--- src/rtl/rtimer_pkg.sv ---
// Shared definitions for the multi-rate timer unit.
// Assumes a two-bit register index; the index values are decoded by the
// register port and relied on by software.
package rtimer_pkg;

    typedef enum logic [1:0] {
        RIDX_USEC = 2'd0,   // free-running microsecond counter, read only
        RIDX_TOD  = 2'd1,   // loadable time-of-day counter
        RIDX_CTRL = 2'd2,   // bit 0: 1 kHz interrupt enable
        RIDX_STAT = 2'd3    // read: bit 0 flag; write: acknowledge
    } rtimer_ridx_e;

    localparam int RTIMER_DATA_W = 32;

endpackage

--- src/rtl/rtimer_prescale.sv ---
// Prescaler stage: counts input steps and emits one output step
// (combinationally, coincident with the input step) every DIV input steps.
// Assumes DIV >= 1. A restart returns the phase to zero and suppresses
// any output in that cycle.
module rtimer_prescale #(
    parameter int DIV = 4
) (
    input  logic clk,
    input  logic rst_n,
    input  logic restart,
    input  logic step_in,
    output logic step_out
);
    localparam int CW = (DIV > 1) ? $clog2(DIV) : 1;
    localparam logic [CW-1:0] LAST = CW'(DIV - 1);

    logic [CW-1:0] phase_q;

    // Output step on the last phase of the count
    always_comb begin
        step_out = step_in && (phase_q == LAST) && !restart;
    end

    // Advance the phase on each input step, wrapping at DIV
    always_ff @(posedge clk) begin
        if (!rst_n) begin
            phase_q <= '0;
        end else if (restart) begin
            phase_q <= '0;
        end else if (step_in) begin
            phase_q <= (phase_q == LAST) ? '0 : phase_q + 1'b1;
        end
    end
endmodule

--- src/rtl/rtimer_count.sv ---
// Step counter with an optional synchronous load. A load takes priority
// over a step in the same cycle. Wraps modulo 2^W.
module rtimer_count #(
    parameter int W = 32
) (
    input  logic         clk,
    input  logic         rst_n,
    input  logic         step,
    input  logic         load,
    input  logic [W-1:0] load_val,
    output logic [W-1:0] value
);
    logic [W-1:0] value_q;

    // Load or advance the count
    always_ff @(posedge clk) begin
        if (!rst_n) begin
            value_q <= '0;
        end else if (load) begin
            value_q <= load_val;
        end else if (step) begin
            value_q <= value_q + 1'b1;
        end
    end

    assign value = value_q;
endmodule

--- src/rtl/rtimer_irq.sv ---
// Sticky periodic interrupt flag. An enabled step sets it; an acknowledge
// clears it. Assumes that a step must never be lost, so a set wins over
// an acknowledge in the same cycle.
module rtimer_irq (
    input  logic clk,
    input  logic rst_n,
    input  logic step,
    input  logic enable,
    input  logic ack,
    output logic flag
);
    logic flag_q;

    // Set on an enabled step, otherwise clear on acknowledge
    always_ff @(posedge clk) begin
        if (!rst_n) begin
            flag_q <= 1'b0;
        end else if (step && enable) begin
            flag_q <= 1'b1;
        end else if (ack) begin
            flag_q <= 1'b0;
        end
    end

    assign flag = flag_q;
endmodule

--- src/rtl/rtimer_regs.sv ---
// Register port of the timer unit: decodes one-cycle requests, holds the
// enable bit, produces load and acknowledge strobes and registers read
// data one cycle after a read request. The read register samples the
// selected source on a single edge, so wide values are coherent.
module rtimer_regs
    import rtimer_pkg::*;
#(
    parameter int ADDR_W = 2,
    parameter int DATA_W = RTIMER_DATA_W
) (
    input  logic              clk,
    input  logic              rst_n,
    input  logic              sel,
    input  logic              wr,
    input  logic [ADDR_W-1:0] addr,
    input  logic [DATA_W-1:0] wdata,
    input  logic [DATA_W-1:0] usec,
    input  logic [DATA_W-1:0] tod,
    input  logic              flag,
    output logic [DATA_W-1:0] rdata,
    output logic              rvalid,
    output logic              tod_load,
    output logic              irq_en,
    output logic              irq_ack
);
    logic              wr_req;
    logic              rd_req;
    logic              en_q;
    logic [DATA_W-1:0] rdata_q;
    logic              rvalid_q;
    logic [DATA_W-1:0] rd_mux;

    // Split the strobe into read and write requests
    always_comb begin
        wr_req = sel && wr;
        rd_req = sel && !wr;
    end

    // Write strobes; writes to the microsecond index decode to nothing
    always_comb begin
        tod_load = wr_req && (addr == RIDX_TOD);
        irq_ack  = wr_req && (addr == RIDX_STAT);
    end

    // Select the read source
    always_comb begin
        unique case (addr)
            RIDX_USEC: rd_mux = usec;
            RIDX_TOD:  rd_mux = tod;
            RIDX_CTRL: rd_mux = {{(DATA_W-1){1'b0}}, en_q};
            default:   rd_mux = {{(DATA_W-1){1'b0}}, flag};
        endcase
    end

    // Enable bit storage
    always_ff @(posedge clk) begin
        if (!rst_n) begin
            en_q <= 1'b0;
        end else if (wr_req && (addr == RIDX_CTRL)) begin
            en_q <= wdata[0];
        end
    end

    // Capture read data and its valid in one edge
    always_ff @(posedge clk) begin
        if (!rst_n) begin
            rdata_q  <= '0;
            rvalid_q <= 1'b0;
        end else begin
            rvalid_q <= rd_req;
            if (rd_req) begin
                rdata_q <= rd_mux;
            end
        end
    end

    assign rdata  = rdata_q;
    assign rvalid = rvalid_q;
    assign irq_en = en_q;
endmodule

--- src/rtl/rtimer_unit.sv ---
// Multi-rate timer unit top: cascaded prescalers off the system clock
// drive a free-running microsecond counter, a loadable time-of-day
// counter and a sticky 1 kHz interrupt flag, all behind a small register
// port. Assumes BASE_DIV system clocks make one microsecond.
module rtimer_unit
    import rtimer_pkg::*;
#(
    parameter int BASE_DIV = 100,
    parameter int MS_DIV   = 1000,
    parameter int TOD_DIV  = 100,
    parameter int ADDR_W   = 2,
    parameter int DATA_W   = RTIMER_DATA_W
) (
    input  logic              clk,
    input  logic              rst_n,
    input  logic              bus_sel,
    input  logic              bus_wr,
    input  logic [ADDR_W-1:0] bus_addr,
    input  logic [DATA_W-1:0] bus_wdata,
    output logic [DATA_W-1:0] bus_rdata,
    output logic              bus_rvalid,
    output logic              tick_irq
);
    logic              us_tick;
    logic              ms_tick;
    logic              tod_tick;
    logic              tod_load;
    logic              irq_en;
    logic              irq_ack;
    logic [DATA_W-1:0] usec;
    logic [DATA_W-1:0] tod;

    // System clock to 1 MHz
    rtimer_prescale #(.DIV(BASE_DIV)) u_div_us (
        .clk(clk), .rst_n(rst_n), .restart(1'b0),
        .step_in(1'b1), .step_out(us_tick)
    );

    // 1 MHz to 1 kHz
    rtimer_prescale #(.DIV(MS_DIV)) u_div_ms (
        .clk(clk), .rst_n(rst_n), .restart(1'b0),
        .step_in(us_tick), .step_out(ms_tick)
    );

    // 1 kHz to 10 Hz, restarted by a time-of-day load
    rtimer_prescale #(.DIV(TOD_DIV)) u_div_tod (
        .clk(clk), .rst_n(rst_n), .restart(tod_load),
        .step_in(ms_tick), .step_out(tod_tick)
    );

    // Free-running microsecond count; never loaded
    rtimer_count #(.W(DATA_W)) u_usec (
        .clk(clk), .rst_n(rst_n), .step(us_tick),
        .load(1'b0), .load_val('0), .value(usec)
    );

    // Time-of-day count
    rtimer_count #(.W(DATA_W)) u_tod (
        .clk(clk), .rst_n(rst_n), .step(tod_tick),
        .load(tod_load), .load_val(bus_wdata), .value(tod)
    );

    // Periodic interrupt flag
    rtimer_irq u_irq (
        .clk(clk), .rst_n(rst_n), .step(ms_tick),
        .enable(irq_en), .ack(irq_ack), .flag(tick_irq)
    );

    // Register port
    rtimer_regs #(.ADDR_W(ADDR_W), .DATA_W(DATA_W)) u_regs (
        .clk(clk), .rst_n(rst_n),
        .sel(bus_sel), .wr(bus_wr), .addr(bus_addr), .wdata(bus_wdata),
        .usec(usec), .tod(tod), .flag(tick_irq),
        .rdata(bus_rdata), .rvalid(bus_rvalid),
        .tod_load(tod_load), .irq_en(irq_en), .irq_ack(irq_ack)
    );
endmodule

--- config.mk ---
export PLATFORM = sky130hd
export DESIGN_NAME = rtimer_unit
export DESIGN_NICKNAME = d
export VERILOG_FILES = /design/src/rtl/rtimer_pkg.sv /design/src/rtl/rtimer_prescale.sv /design/src/rtl/rtimer_count.sv /design/src/rtl/rtimer_irq.sv /design/src/rtl/rtimer_regs.sv /design/src/rtl/rtimer_unit.sv
export SDC_FILE = /design/constraint.sdc
export NUM_CORES = 1
export LEC_CHECK = 0
export BUFFER_PORTS_ARGS = -buffer_cell sky130_fd_sc_hd__buf_2
export CORE_ASPECT_RATIO = 0.8
export CORE_MARGIN = 3
export CORE_UTILIZATION = 40
export DETAILED_ROUTE_END_ITERATION = 7
export SLEW_MARGIN = 30
export SYNTH_ARGS = -nofsm -noshare
export SYNTH_HDL_FRONTEND = slang
export SYNTH_SLANG_ARGS = --single-unit
--- constraint.sdc ---
create_clock -name clk -period 3.56 [get_ports clk]
set_input_delay 0.712 -clock clk [delete_from_list [all_inputs] [get_ports clk]]
set_output_delay 0.712 -clock clk [all_outputs]
set_load 0.005 [all_outputs]
==> impl.org <==
** Outcome
- The run finished with clean final reports.

** Power
- Dividing total power by cell area gives a power density of 461 nW/µm².
- Static Leakage :: 2.56 nW
- Fraction of power consumed by the clock network :: 52.2%
- Across the VDD grid, the largest voltage drop is 0.328 mV.
- Internal power comes to 2.53 mW.
- For this design the total switching power over the nets is 704 µW.
- Combinational Power Share :: 4.0%
- Share of power burned in registers :: 43.8%
- In this run switching power makes up 21.8% of total power.

** Drt
- The pre-antenna-repair detailed-routing pass consisted of 5 iterations.
- Count of routing violations after the opening detailed-route iteration :: 356
- Drt via density :: 5.47
- The final layout contains routed wiring with a total length of 15700 µm.
- Remaining DRCs :: 0
- The final route contains 5153 vias.
- The count of nets left with antenna violations once routing finished came out at 0.
- Average wire per cell in the routed design :: 16.6 µm

** Global routing
- The first global-routing pass estimated 25700 µm of wire.
- Antenna violations before repair :: 0
- Across every metal layer, demand over resource in global routing totals 19.9%.
- The via count of the first global-routing pass is 5156.
- GRT Residual Overflow :: 0
- Largest net degree at the start of global routing :: 74

** Layout
- Excluding fillers, the count of instances in the completed layout stands at 942.
- For this run, the post-layout net count is 788.
- Area taken by flip-flops and latches :: 2460 µm²
- Fill cells in the final layout number 1384.
- In the layout the commonest cells are sky130_fd_sc_hd__dfxtp_1 (123), sky130_fd_sc_hd__nor2_1 (108), sky130_fd_sc_hd__buf_2 (71).
- 0 antenna diodes ended up in the layout.
- Area growth from synthesis to layout :: 18.0%
- Summing all multi-input logic gate instances after layout gives 3280 µm².
- Most common cell after layout, fill and taps aside :: sky130_fd_sc_hd__dfxtp_1
- Share of post-route cells with drive strength above 1 :: 20.7%

** Floorplanning
- Top-level I/O count :: 72
- Total die area :: 16400 µm²
- Initial core utilization :: 41.3%
- In this run the horizontal extent of the chip is 142 µm.
- Die Y-Extent :: 115 µm
- Core region area :: 14400 µm²
- Number of core rows :: 39

** Timing
- Setup violations remaining at the end of the flow were counted as 0.
- Final hold violations :: 0
- Fmax :: 350 MHz
- Minimum period implied by the final worst setup slack :: 2.86 ns
- Setup repair after global routing left no endpoint under its margin.
- Period Utilization, post-route :: 80.3%
- Clock skew on the completed layout was measured at 0.00565 ns.
- For the pin with the worst max-slew slack, the measured transition is 0.848 ns.
- Measured against its own limit, the worst slew margin works out to 43.0%.
- The max-slew violation count came to 0.
- Fin Setup TNS :: 0 ns

** Worst setup path
- The number of buffers and inverters on the critical path is 0.
- The slowest stage of the critical path belongs to the cell sky130_fd_sc_hd__or4_1.
- The worst setup path is launched from a register.
- The worst setup path is captured at a register.
- Broken down by cell family, the worst path's largest delay share belongs to simple AND/OR/NAND/NOR gates.
- Req. time, crit path :: 3.89 ns
- Type of the worst setup path :: reg -> reg
- Of all nets on the critical path, the largest fanout is 16.
- For the worst setup path, the data arrival time is 3.19 ns.
- Critical Path, Cell by Cell :: or4b_1 -> or4_1 -> nor2_2 -> a211oi_1 -> nor3b_1
- For this run, the slowest stage of the critical path takes 0.78 ns.

** Synthesis
- Yosys warning total :: 0
- Post-synthesis register bit count :: 123
- The largest total area in the synthesized netlist belongs to sky130_fd_sc_hd__dfxtp_1.
- Share of the synthesized area in the top cell type :: 41.4%
- Summing every instance area after synthesis gives 5950 µm².
- Main synth FF type :: sky130_fd_sc_hd__dfxtp_1
- Ranked by total cell area, the synthesized netlist is headed by sky130_fd_sc_hd__dfxtp_1 (41%), sky130_fd_sc_hd__nor2_1 (6.9%), sky130_fd_sc_hd__mux2_2 (5.5%), sky130_fd_sc_hd__xnor2_1 (5.4%), sky130_fd_sc_hd__xor2_1 (4.9%).
- The average instance in the mapped netlist occupies 8.59 µm².
- Nets in the synthesized netlist :: 735
- Register area share after synthesis :: 41.4%
- Number of enable-type register cells in the synthesized netlist :: 0
- Synthesis produced 692 cells.
- Count of different cell masters after synthesis :: 43
- In the synthesized netlist the async set-or-reset flop fraction comes to 0%.

** Placed design
- Once detailed placement completed, the half-perimeter wirelength came to 10900 µm.
- Input and output buffers added on the ports amount to 71.
- The number of placed instances, taps included, is 910.
- The congestion estimate from routability-driven global placement came to 0.832.

** Clock tree
- Clock buffers created by TritonCTS :: 17
- Post-CTS repair changed the size of 0 cells.
- Clock-pin slew was measured on the worst setup and hold paths at 0.05 ns.
- CTS tree :: done
- Level count of the clock H-tree :: 4
- The number of hold buffers added after CTS was 0.
- Number of clock sinks seen by CTS :: 123
- Total setup buffers inserted after CTS :: 0
- Later-pin clock latency in the skew report :: 0.41 ns
- CTS Root Cell :: sky130_fd_sc_hd__clkbuf_16
- Max Root-Sink Buffers :: 2

** Job
- Number of violations of the max-capacitance limit :: 0

** Min path
- The tightest min-delay check is of the reg -> reg type.
[state kept, by name, indices dropped and copies added, names as in the netlist]
signal and flops:
u_regs.rdata 32, u_tod.value 32, u_regs.irq_en 1, u_div_tod.phase_q 7
u_irq.flag 1, u_regs.rvalid 1, u_div_us.phase_q 7, u_div_ms.phase_q 10
u_usec.value 32
[worst reg2reg max path, delay by kind of cell (launching register included)]
family	cells	cell delay (ns)
compound gates	1	0.15
flops	1	0.35
simple gates	4	2.28
[metal layers]
metal / GRT usage (%) / part of all wire [%] / routed length [µm] / vias up
met5: 0 / 0 / 0 / -
met1: 25.8 / 47 / 7420 / 2435
met2: 32.7 / 46 / 7270 / 124
met3: 4.03 / 4.3 / 681 / 24
li1: - / - / - / 2570
met4: 8.23 / 1.9 / 290 / 0
[final timing paths]
check,slack [ns],from,to,cells after the start
setup / recovery,0.70,u_div_us.phase_q[2],u_tod.value[25],5
hold / removal,0.48,u_div_us.phase_q[0],u_div_us.phase_q[0],1
setup reg to reg,0.70,u_div_us.phase_q[2],u_tod.value[25],5
hold reg to reg,0.48,u_div_us.phase_q[0],u_div_us.phase_q[0],1
[Yosys cell counts, drive strengths merged, types with 12 or more instances]
cell type,number
dfxtp,123
nor3,17
nand3,27
a22oi,32
xor2,33
clkbuf,35
nor2,111
nand2,45
and4,13
a211oi,12
mux2,29
nor4,21
o21ai,32
a21oi,22
nand4,35
xnor2,37
[per-stage QoR]
| stage | utilization, % | hold WS (ns) | power [mW] | setup WS (ns) | cell area (µm²) |
|---|---|---|---|---|---|
| 2_1_floorplan | - | 0.430 | 1.52 | 1.16 | 5950 |
| 6_report | 48.7 | 0.478 | 3.24 | 0.700 | 7020 |
| 5_1_grt | 48.7 | 0.494 | 3.35 | 0.531 | 7020 |
| 3_3_place_gp | 44.6 | 0.457 | 1.57 | 0.824 | 6420 |
| 3_5_place_dp | 44.6 | 0.465 | 1.58 | 0.712 | 6420 |
| 4_1_cts | 48.7 | 0.479 | 3.26 | 0.705 | 7010 |
[kinds of logic after synthesis]
kind of cell	share of synthesized area, %
flip-flops	41.4
buffers and inverters	3.83
adder cells (fa/ha/maj)	1.05
AO/OA/AOI/OAI	10.4
AND/OR/NAND/NOR	26.3
XOR/XNOR	10.3
multiplexers	6.71
[power groups by stage]
stage	combinational, mW	clock, mW	sequential [mW]
2_1_floorplan	0.0830	0	1.44
3_3_place_gp	0.126	0	1.45
3_5_place_dp	0.129	0	1.45
4_1_cts	0.130	1.72	1.42
5_1_grt	0.146	1.78	1.42
6_report	0.130	1.69	1.42
[area by class of cell]
cell class | instances | area share, %
multi-input cells | 514 | 46.8
flip-flops and latches | 123 | 35.1
clock buffers | 26 | 7.54
repair buffers | 79 | 5.92
well taps | 184 | 3.28
clock inverters | 6 | 0.820
inverters | 10 | 0.535
(Power assumes the default switching activity.)
